===== config.mk =====
export PLATFORM = sky130hd
export DESIGN_NAME = pwm_trig_gen
export DESIGN_NICKNAME = d
export VERILOG_FILES = /design/src/rtl/ptg_pkg.sv /design/src/rtl/ptg_regs.sv /design/src/rtl/ptg_carrier.sv /design/src/rtl/ptg_channel.sv /design/src/rtl/pwm_trig_gen.sv
export SDC_FILE = /design/constraint.sdc
export NUM_CORES = 1
export LEC_CHECK = 0
export BUFFER_PORTS_ARGS = -buffer_cell sky130_fd_sc_hd__buf_4
export CORE_MARGIN = 2
export CORE_UTILIZATION = 56
export DETAILED_ROUTE_END_ITERATION = 12
export PLACE_DENSITY = 0.88
export SLEW_MARGIN = 25
export SYNTH_ARGS = -nofsm -noshare
export SYNTH_HDL_FRONTEND = slang
export SYNTH_HIERARCHICAL = 1
export SYNTH_SLANG_ARGS = --single-unit

===== constraint.sdc =====
create_clock -name clk -period 3.9 [get_ports clk]
set_input_delay 1.17 -clock clk [delete_from_list [all_inputs] [get_ports clk]]
set_output_delay 1.17 -clock clk [all_outputs]
set_load 0.02 [all_outputs]

===== src/rtl/ptg_pkg.sv =====
package ptg_pkg;

   typedef enum logic [2:0] {
      TM_OFF    = 3'b000,
      TM_DOWN   = 3'b001,
      TM_UP     = 3'b010,
      TM_BOTH   = 3'b011,
      TM_PEAK   = 3'b100,
      TM_VALLEY = 3'b101,
      TM_EDGES  = 3'b110,
      TM_OFF2   = 3'b111
   } trig_mode_e;

   typedef struct packed {
      logic       bypass;
      trig_mode_e mode;
   } chan_cfg_t;

   localparam int unsigned ADDR_CTRL   = 0;
   localparam int unsigned ADDR_PERIOD = 1;
   localparam int unsigned ADDR_CFG0   = 2;

   function automatic logic mode_is_sched(trig_mode_e m);
      return (m == TM_DOWN) || (m == TM_UP) || (m == TM_BOTH);
   endfunction

endpackage


===== src/rtl/ptg_regs.sv =====
module ptg_regs
   import ptg_pkg::*;
#(
   parameter int DATA_W     = 16,
   parameter int CNT_W      = 16,
   parameter int N_CH       = 2,
   parameter int ADDR_W     = 3,
   parameter int DEF_PERIOD = 100
) (
   input  logic                            clk,
   input  logic                            rst_n,
   input  logic                            wr_en,
   input  logic [ADDR_W-1:0]               wr_addr,
   input  logic [DATA_W-1:0]               wr_data,
   input  logic [DATA_W/8-1:0]             wr_be,
   input  logic [ADDR_W-1:0]               rd_addr,
   output logic [DATA_W-1:0]               rd_data,
   output logic                            run_o,
   output logic [CNT_W-1:0]                period_o,
   output chan_cfg_t [N_CH-1:0]            cfg_o,
   output logic [N_CH-1:0][CNT_W-1:0]      cmp_wr_o,
   output logic [N_CH-1:0]                 cmp_we_o,
   output logic [CNT_W-1:0]                cmp_wdata_o
);

   localparam int CMP_BASE = ADDR_CFG0 + N_CH;
   localparam int CFG_W    = $bits(chan_cfg_t);

   logic wr_ok;
   assign wr_ok       = wr_en && (&wr_be);
   assign cmp_wdata_o = wr_data[CNT_W-1:0];

   function automatic logic hit(input logic [ADDR_W-1:0] a, input int idx);
      return int'(a) == idx;
   endfunction

   always_ff @(posedge clk or negedge rst_n) begin
      if (!rst_n) begin
         run_o    <= 1'b0;
         period_o <= CNT_W'(DEF_PERIOD);
      end else if (wr_ok) begin
         if (hit(wr_addr, ADDR_CTRL))   run_o    <= wr_data[0];
         if (hit(wr_addr, ADDR_PERIOD)) period_o <= wr_data[CNT_W-1:0];
      end
   end

   for (genvar i = 0; i < N_CH; i++) begin : g_ch
      assign cmp_we_o[i] = wr_ok && hit(wr_addr, CMP_BASE + i);

      always_ff @(posedge clk or negedge rst_n) begin
         if (!rst_n) begin
            cfg_o[i]    <= '0;
            cmp_wr_o[i] <= '0;
         end else begin
            if (wr_ok && hit(wr_addr, ADDR_CFG0 + i))
               cfg_o[i] <= chan_cfg_t'(wr_data[CFG_W-1:0]);
            if (cmp_we_o[i])
               cmp_wr_o[i] <= wr_data[CNT_W-1:0];
         end
      end
   end

   always_comb begin
      rd_data = '0;
      if (hit(rd_addr, ADDR_CTRL))   rd_data[0]         = run_o;
      if (hit(rd_addr, ADDR_PERIOD)) rd_data[CNT_W-1:0] = period_o;
      for (int i = 0; i < N_CH; i++) begin
         if (hit(rd_addr, ADDR_CFG0 + i)) rd_data[CFG_W-1:0] = cfg_o[i];
         if (hit(rd_addr, CMP_BASE + i))  rd_data[CNT_W-1:0] = cmp_wr_o[i];
      end
   end

endmodule


===== src/rtl/ptg_carrier.sv =====
module ptg_carrier #(
   parameter int CNT_W = 16
) (
   input  logic             clk,
   input  logic             rst_n,
   input  logic             run_i,
   input  logic [CNT_W-1:0] period_i,
   output logic [CNT_W-1:0] cnt_o,
   output logic             up_o,
   output logic             first_o,
   output logic             peak_o,
   output logic             bottom_o
);

   localparam logic [CNT_W-1:0] ONE = CNT_W'(1);

   if (CNT_W < 2) begin : g_bad_w
      $error("ptg_carrier: CNT_W must be at least 2");
   end

   logic going_up;
   assign going_up = up_o ? (cnt_o < period_i) : (cnt_o <= ONE);
   assign peak_o   = (cnt_o == period_i);
   assign bottom_o = (cnt_o == ONE);

   always_ff @(posedge clk or negedge rst_n) begin
      if (!rst_n) begin
         cnt_o   <= ONE;
         up_o    <= 1'b1;
         first_o <= 1'b1;
      end else if (!run_i) begin
         cnt_o   <= ONE;
         up_o    <= 1'b1;
         first_o <= 1'b1;
      end else begin
         first_o <= 1'b0;
         up_o    <= going_up;
         cnt_o   <= going_up ? cnt_o + ONE : cnt_o - ONE;
      end
   end

endmodule


===== src/rtl/ptg_channel.sv =====
module ptg_channel
   import ptg_pkg::*;
#(
   parameter int CNT_W = 16
) (
   input  logic             clk,
   input  logic             rst_n,
   input  chan_cfg_t        cfg_i,
   input  logic             cmp_we_i,
   input  logic [CNT_W-1:0] cmp_wdata_i,
   input  logic [CNT_W-1:0] cmp_buf_i,
   input  logic [CNT_W-1:0] cnt_i,
   input  logic             up_i,
   input  logic             active_i,
   input  logic             peak_i,
   input  logic             bottom_i,
   output logic [CNT_W-1:0] cmp_act_o,
   output logic             trig_o
);

   logic             sched;
   logic             evt;
   logic             match;
   logic             fire;
   logic [CNT_W-1:0] nxt_val;

   always_comb begin
      sched = mode_is_sched(cfg_i.mode) && !cfg_i.bypass;
      unique case (cfg_i.mode)
         TM_DOWN: evt = peak_i;
         TM_UP:   evt = bottom_i;
         TM_BOTH: evt = peak_i || bottom_i;
         default: evt = 1'b0;
      endcase
   end

   assign nxt_val = cmp_we_i ? cmp_wdata_i : cmp_buf_i;

   always_ff @(posedge clk or negedge rst_n) begin
      if (!rst_n)
         cmp_act_o <= '0;
      else if (!sched || evt)
         cmp_act_o <= nxt_val;
   end

   assign match = (cnt_i == cmp_act_o);

   always_comb begin
      unique case (cfg_i.mode)
         TM_DOWN:   fire = match && !up_i;
         TM_UP:     fire = match && up_i;
         TM_BOTH:   fire = match;
         TM_PEAK:   fire = peak_i;
         TM_VALLEY: fire = bottom_i;
         TM_EDGES:  fire = peak_i || bottom_i;
         default:   fire = 1'b0;
      endcase
   end

   assign trig_o = active_i && fire;

endmodule


===== src/rtl/pwm_trig_gen.sv =====
module pwm_trig_gen
   import ptg_pkg::*;
#(
   parameter int DATA_W     = 16,
   parameter int CNT_W      = 16,
   parameter int N_CH       = 2,
   parameter int ADDR_W     = 3,
   parameter int DEF_PERIOD = 100
) (
   input  logic                clk,
   input  logic                rst_n,
   input  logic                wr_en,
   input  logic [ADDR_W-1:0]   wr_addr,
   input  logic [DATA_W-1:0]   wr_data,
   input  logic [DATA_W/8-1:0] wr_be,
   input  logic [ADDR_W-1:0]   rd_addr,
   output logic [DATA_W-1:0]   rd_data,
   output logic [N_CH-1:0]     trig_o
);

   localparam int N_REGS = ADDR_CFG0 + 2 * N_CH;

   if (DATA_W < 8 || DATA_W % 8 != 0) begin : g_bad_dw
      $error("pwm_trig_gen: DATA_W must be a multiple of 8");
   end
   if (CNT_W > DATA_W || CNT_W < 4) begin : g_bad_cw
      $error("pwm_trig_gen: CNT_W must lie in 4..DATA_W");
   end
   if (N_CH < 1) begin : g_bad_ch
      $error("pwm_trig_gen: N_CH must be at least 1");
   end
   if (N_REGS > (1 << ADDR_W)) begin : g_bad_aw
      $error("pwm_trig_gen: ADDR_W too small for the register set");
   end
   if (DEF_PERIOD < 2 || DEF_PERIOD >= (1 << CNT_W)) begin : g_bad_per
      $error("pwm_trig_gen: DEF_PERIOD out of range");
   end

   logic                       run_q;
   logic [CNT_W-1:0]           period_q;
   chan_cfg_t [N_CH-1:0]       cfg_q;
   logic [N_CH-1:0][CNT_W-1:0] cmp_wr_q;
   logic [N_CH-1:0][CNT_W-1:0] cmp_act_q;
   logic [N_CH-1:0]            cmp_we;
   logic [CNT_W-1:0]           cmp_wdata;
   logic [CNT_W-1:0]           cnt_q;
   logic                       up_q;
   logic                       first_q;
   logic                       at_peak;
   logic                       at_bottom;
   logic                       active;

   ptg_regs #(
      .DATA_W(DATA_W), .CNT_W(CNT_W), .N_CH(N_CH),
      .ADDR_W(ADDR_W), .DEF_PERIOD(DEF_PERIOD)
   ) u_regs (
      .clk(clk), .rst_n(rst_n),
      .wr_en(wr_en), .wr_addr(wr_addr), .wr_data(wr_data), .wr_be(wr_be),
      .rd_addr(rd_addr), .rd_data(rd_data),
      .run_o(run_q), .period_o(period_q), .cfg_o(cfg_q),
      .cmp_wr_o(cmp_wr_q), .cmp_we_o(cmp_we), .cmp_wdata_o(cmp_wdata)
   );

   ptg_carrier #(.CNT_W(CNT_W)) u_carrier (
      .clk(clk), .rst_n(rst_n),
      .run_i(run_q), .period_i(period_q),
      .cnt_o(cnt_q), .up_o(up_q), .first_o(first_q),
      .peak_o(at_peak), .bottom_o(at_bottom)
   );

   assign active = run_q && !first_q;

   for (genvar i = 0; i < N_CH; i++) begin : g_chan
      ptg_channel #(.CNT_W(CNT_W)) u_chan (
         .clk(clk), .rst_n(rst_n),
         .cfg_i(cfg_q[i]),
         .cmp_we_i(cmp_we[i]), .cmp_wdata_i(cmp_wdata), .cmp_buf_i(cmp_wr_q[i]),
         .cnt_i(cnt_q), .up_i(up_q), .active_i(active),
         .peak_i(at_peak), .bottom_i(at_bottom),
         .cmp_act_o(cmp_act_q[i]), .trig_o(trig_o[i])
      );
   end

endmodule


### Yosys cells after proc, flatten, opt, wreduce, memory -nomap -nowiden

Cells that the tools add are included.

| word-level totals | value |
|---|---|
| flip-flop bits (word level) | 107 |
| input port bits | 27 |
| output and inout port bits | 18 |
| logic and storage cells | 92 |

| cells by class | value |
|---|---|
| add/sub/neg operators | 2 |
| magnitude comparators | 2 |
| equal/unequal tests | 26 |
| multiplexer cells | 17 |
| reductions and logical operators | 32 |

Operators by type and width:

| operator | count |
|---|---|
| 2-to-1 mux 16 bit | 7 |
| equality test 16 bit | 3 |
| equality test 3 bit (second input constant) | 14 |
| equality test 3 x 2 -> 1 bit (second input constant) | 6 |
| adder 16 x 1 -> 16 bit (second input constant) | 1 |
| equality test 16 x 1 -> 1 bit (second input constant) | 1 |
| <= comparator 16 x 1 -> 1 bit (second input constant) | 1 |
| < comparator 16 bit | 1 |
| subtractor 16 x 1 -> 16 bit (second input constant) | 1 |
| logical AND 1 bit | 14 |
| case mux 1 bit (6 select lines) | 2 |
| 2-to-1 mux 4 bit | 2 |
| logical OR 1 bit | 7 |
| equality test 3 x 1 -> 1 bit (second input constant) | 2 |
| zero test 1 bit | 6 |
| zero test 3 bit | 2 |
| case mux 1 bit (3 select lines) | 2 |
| AND reduction 2 bit | 3 |
| 2-to-1 mux 1 bit | 4 |

### Logic depth before layout (Yosys ltp)

| logic depth | value |
|---|---|
| depth in word-level cells | 7 |
| mapped depth | 10 |
| depth with buffers taken out | 9 |

### By module

The synthesis kept the hierarchy.

Modules (own cells, without submodules):

| module | times used | cells an instance | area each (µm²) |
|---|---|---|---|
| ptg_regs | 1 | 211 | 2844.0 |
| ptg_channel | 2 | 100 | 1087.3 |
| ptg_carrier | 1 | 221 | 1780.5 |
| pwm_trig_gen | 1 | 1 | 13.8 |

### Worst setup path before layout

Ideal clock, no wire load.

| timing path | value |
|---|---|
| kind | flip-flop to output port |
| start point | reg u_carrier.cnt_o[8] |
| end point | out trig_o[0] |
| arrival time | 2.702 ns |
| required time | 2.730 ns |
| path slack | 0.028 ns |
| cell stages (with the launch flop) | 8 |
| path buffers | 0 |
| cells stage by stage | dfrtp_1 > or3_4 > or4_4 > nor4b_1 > a21oi_1 > o22ai_1 > nand3_1 > o21ai_1 |

| on the way | value |
|---|---|
| word-level cells in the longest chain between the ends | 4 |
| elaborated cells on any way between the ends | 8 |
| those cells by class | eq/ne: 3; mux: 1; reduce/logical: 4 |

RTL lines:

| what | line | text |
|---|---|---|
| start: declaration | ptg_carrier.sv:8 | `output logic [CNT_W-1:0] cnt_o,` |
| start signal: assignment | ptg_carrier.sv:38 | `cnt_o <= going_up ? cnt_o + ONE : cnt_o - ONE;` |
| equality test 16 x 1 -> 1 bit (*) | ptg_carrier.sv:24 | `assign bottom_o = (cnt_o == ONE);` |
| via at_bottom | pwm_trig_gen.sv:50 | `logic at_bottom;` |
| logical OR 1 bit | ptg_channel.sv:55 | `TM_EDGES: fire = peak_i \|\| bottom_i;` |
| case mux 1 bit (6 select lines) (*) | ptg_channel.sv:49 | `unique case (cfg_i.mode)` |
| logical AND 1 bit (*) | ptg_channel.sv:60 | `assign trig_o = active_i && fire;` |
| end: declaration | pwm_trig_gen.sv:18 | `output logic [N_CH-1:0] trig_o` |

Mark *: on every way through the listed nets, which the timed path passes. The rest lies on a longest branch.

### Final worst setup path

| timing path | value |
|---|---|
| start point | reg u_carrier.cnt_o[9] |
| end point | out trig_o[0] |

Same word-level chain as after synthesis.

==> metrics <==
status=finished with violations; Rows=40; Post-synth EDFFs=0; cells after synthesis=633; hold depth=1; Worst Path Required=2.73 ns; fin cells=817; global-route wire length before repair=27700 microns; Reg2Reg Setup Slack=0.76 ns; mapped cell area=6810 sq um; Routed WL per cell=20.9 microns; RR Startpoint=u_carrier/cnt_o[9]; Max Root-Sink Buffers=2; share of flip-flops with an asynchronous set or reset=1.00; drt initial violations=461; placed insts=796; global route overflow=0; initial antenna violation count=0; RSZ-0062 raised after global routing=true; post-synthesis cell type count=63; # hold bufs at CTS=0; fin. max-slew vios=0; Vias/cell=6.48; Max stage delay cell, worst path=or4_4; sequential area share after synthesis=0.394; full die area=13100 sq um; failing checks=setup timing; Core Area=12000 sq um; Hold Crit Class=flip-flop to flip-flop; Worst-path clk slew=0.07 ns; Cell Area, Placed=7170 sq um; #FFs+latches synth=107; port bufs=44; Detailed Routing Iterations Pass 1=7; Most used DFF post-synth=dfrtp_1; min cycle time layout=4.03 ns; nets=711; HP Start=u_regs/cmp_wr_o[29]; cts bufs inserted=9; IR drop worst, VDD=0.000357 V; ANT cells=0; number of global-route vias before repair=5359; hpwl dp=11600 microns; Die W=114 microns; GRT Total Usage=0.271; Leak=3.28 nW; worst setup path category=flip-flop to primary output; P&R area growth vs syn=11.5%; H-tree depth=3; fill count=855; ratio of cells with drive above 1 in the final layout=0.376; FF-to-FF path depth=7; fmax=248 MHz; Worst slew margin=0.356; later-pin clock latency in the skew report=0.35 ns; Syn Area/Cell=10.8 sq um; total wire length=17100 microns; largest net degree at the start of global routing=77; r2r endpoint=u_carrier/cnt_o[15]; via count=5296; CP arrival=2.86 ns; critical path, cell by cell=or3_4 > or4_4 > nor4b_4 > buf_6 > a21oi_4 > o22ai_2 > nand3_2 > o21ai_2 > buf_6; worst-margin pin slew=0.962 ns; ANT nets after route=0; GP Congestion=0.929; skew final=0.00729 ns; crit start category=flip-flop; yosys warns=6; initial core utilization=0.570; final hold violations=0; Maximum Capacitance Violations=0; Tcrit/Tclk final=1.03; Post-route DRC=0; Mapped Nets=679; Hold Path Sink=u_regs/cmp_wr_o[29]; crit-path max FO=6; Crit path top cell by count=buf_6; PD cells=683 nW/um^2; die height=114 microns; CTS sink count=107; crit path capture type=primary output; slack of the critical path=-0.130 ns; CP peak stage delay=0.57 ns; clk root buf=clkbuf_16; Final setup violation count=2; I/O pin cnt=45; CTS tree=yes; final instance area=7590 sq um
[per-layer routing]
metal / share of wire / track usage
met5: 0 / 0
met4: 0.032 / 0.120
met3: 0.069 / 0.0455
met2: 0.49 / 0.437
met1: 0.41 / 0.362
[layout by cell type (no fill, tap or decap), types with 8 or more instances in the layout]
cell       instances
nor4_1             9
clkbuf_16          9
a21oi_1            8
mux2_2            73
ha_1              19
a21oi_2           33
dfrtp_1          101
nor3_1             9
or3_1             17
mux2i_1           44
a32oi_1           11
nor2_2            28
xor2_1            30
inv_1             21
nor2_1            26
a22oi_1           12
nand3_1           27
buf_4             67
nand2_1           25
[timing repair]
| item | in CTS | in global routing |
|---|---|---|
| pin swaps | 0 | 8 |
| setup buffers | 2 | 3 |
| resized for setup | 5 | 9 |
| setup endpoints to repair | 2 | 2 |
[power breakdown]
part / internal, mW / switching [mW] / leakage [nW]
Clock: 0.511 / 0.437 / 0.146
Sequential: 1.45 / 0.368 / 1.35
Combinational: 1.06 / 1.36 / 1.78
Total: 3.02 / 2.16 / 3.28
[critical path, delay by kind of cell (launching register included)]
| kind | cells | cell delay [ns] |
|---|---|---|
| AO/OA/AOI/OAI | 3 | 0.37 |
| flip-flops | 1 | 0.38 |
| buffers and inverters | 2 | 0.31 |
| AND/OR/NAND/NOR | 4 | 1.44 |
[layout make-up]
cell class | count | area (sq um) | share of cell area
clock buffers | 9 | 225 | 0.0297
clock inverters | 7 | 85.1 | 0.0112
inverters | 21 | 78.8 | 0.0104
multi-input cells | 455 | 3790 | 0.499
flip-flops and latches | 107 | 2690 | 0.354
well taps | 147 | 184 | 0.0242
repair buffers | 71 | 548 | 0.0722
[synth_stat cells, types with 3 or more instances]
cell type | count | area share
o2bb2ai_1 | 3 | 0.0039
nor2_1 | 26 | 0.014
nand4_1 | 4 | 0.0037
a22oi_1 | 12 | 0.013
clkbuf_1 | 14 | 0.0077
dfstp_2 | 6 | 0.023
nor4_1 | 10 | 0.0092
mux2_2 | 73 | 0.12
nor2b_1 | 6 | 0.0055
o21ai_1 | 3 | 0.0022
nand2b_1 | 6 | 0.0055
a21oi_2 | 32 | 0.041
nand3b_1 | 4 | 0.0044
a31oi_1 | 6 | 0.0055
nor2_2 | 29 | 0.027
inv_1 | 21 | 0.012
buf_4 | 21 | 0.023
a41oi_1 | 3 | 0.0039
and3_1 | 3 | 0.0028
a21oi_1 | 10 | 0.0073
nor3_1 | 9 | 0.0066
nand2_1 | 25 | 0.014
nand3_1 | 28 | 0.021
a221o_1 | 3 | 0.0044
buf_2 | 3 | 0.0022
a32oi_1 | 11 | 0.014
xnor2_1 | 3 | 0.0039
a211oi_2 | 3 | 0.0055
buf_6 | 9 | 0.015
mux2i_1 | 44 | 0.065
dfrtp_1 | 101 | 0.37
ha_1 | 19 | 0.035
or3_1 | 17 | 0.016
xor2_1 | 30 | 0.039
o21ai_0 | 3 | 0.0022
[sequential cells by signal, summed over array words and instances, names as in the netlist]
signal                   count
u_carrier/first_o            1
g_chan.u_chan/cmp_act_o     32
u_regs/run_o                 1
u_carrier/cnt_o             16
u_regs/cfg_o                 8
u_carrier/up_o               1
u_regs/cmp_wr_o             32
u_regs/period_o             16
[stage by stage]
step	worst slack, ns	util	hold WS [ns]	TNS (ns)	power (mW)
after floorplan	0.0281	-	0.477	0	3.33
after global placement	0.367	0.599	0.508	0	3.79
after detailed placement	0.380	0.599	0.517	0	3.91
after CTS	0.00694	0.629	0.534	0	4.98
after global routing	-0.162	0.635	0.556	-0.309	5.46
final	-0.130	0.635	0.536	-0.210	5.19
[worst max path at each step]
stage                   startpoint        end  slack, ns  depth (start not counted)
2_1_floorplan   u_carrier/cnt_o[8]  trig_o[0]       0.03                          7
4_1_cts        u_carrier/cnt_o[10]  trig_o[0]      0.007                          9
3_3_place_gp   u_carrier/cnt_o[10]  trig_o[1]       0.37                          9
3_5_place_dp   u_carrier/cnt_o[10]  trig_o[1]       0.38                          9
5_1_grt         u_carrier/cnt_o[9]  trig_o[0]      -0.16                          9
6_report        u_carrier/cnt_o[9]  trig_o[0]      -0.13                          9
[logic make-up (layout without fill, tap and decap cells)]
| kind of cell | Yosys count | in the layout | share of synthesized area |
|---|---|---|---|
| simple gates | 185 | 185 | 0.160 |
| mux | 117 | 117 | 0.185 |
| flops | 107 | 107 | 0.394 |
| compound gates | 101 | 101 | 0.121 |
| buf+inv | 71 | 108 | 0.0623 |
| xor+xnor | 33 | 33 | 0.0424 |
| fa+ha+maj | 19 | 19 | 0.0349 |
(Power assumes the default switching activity.)
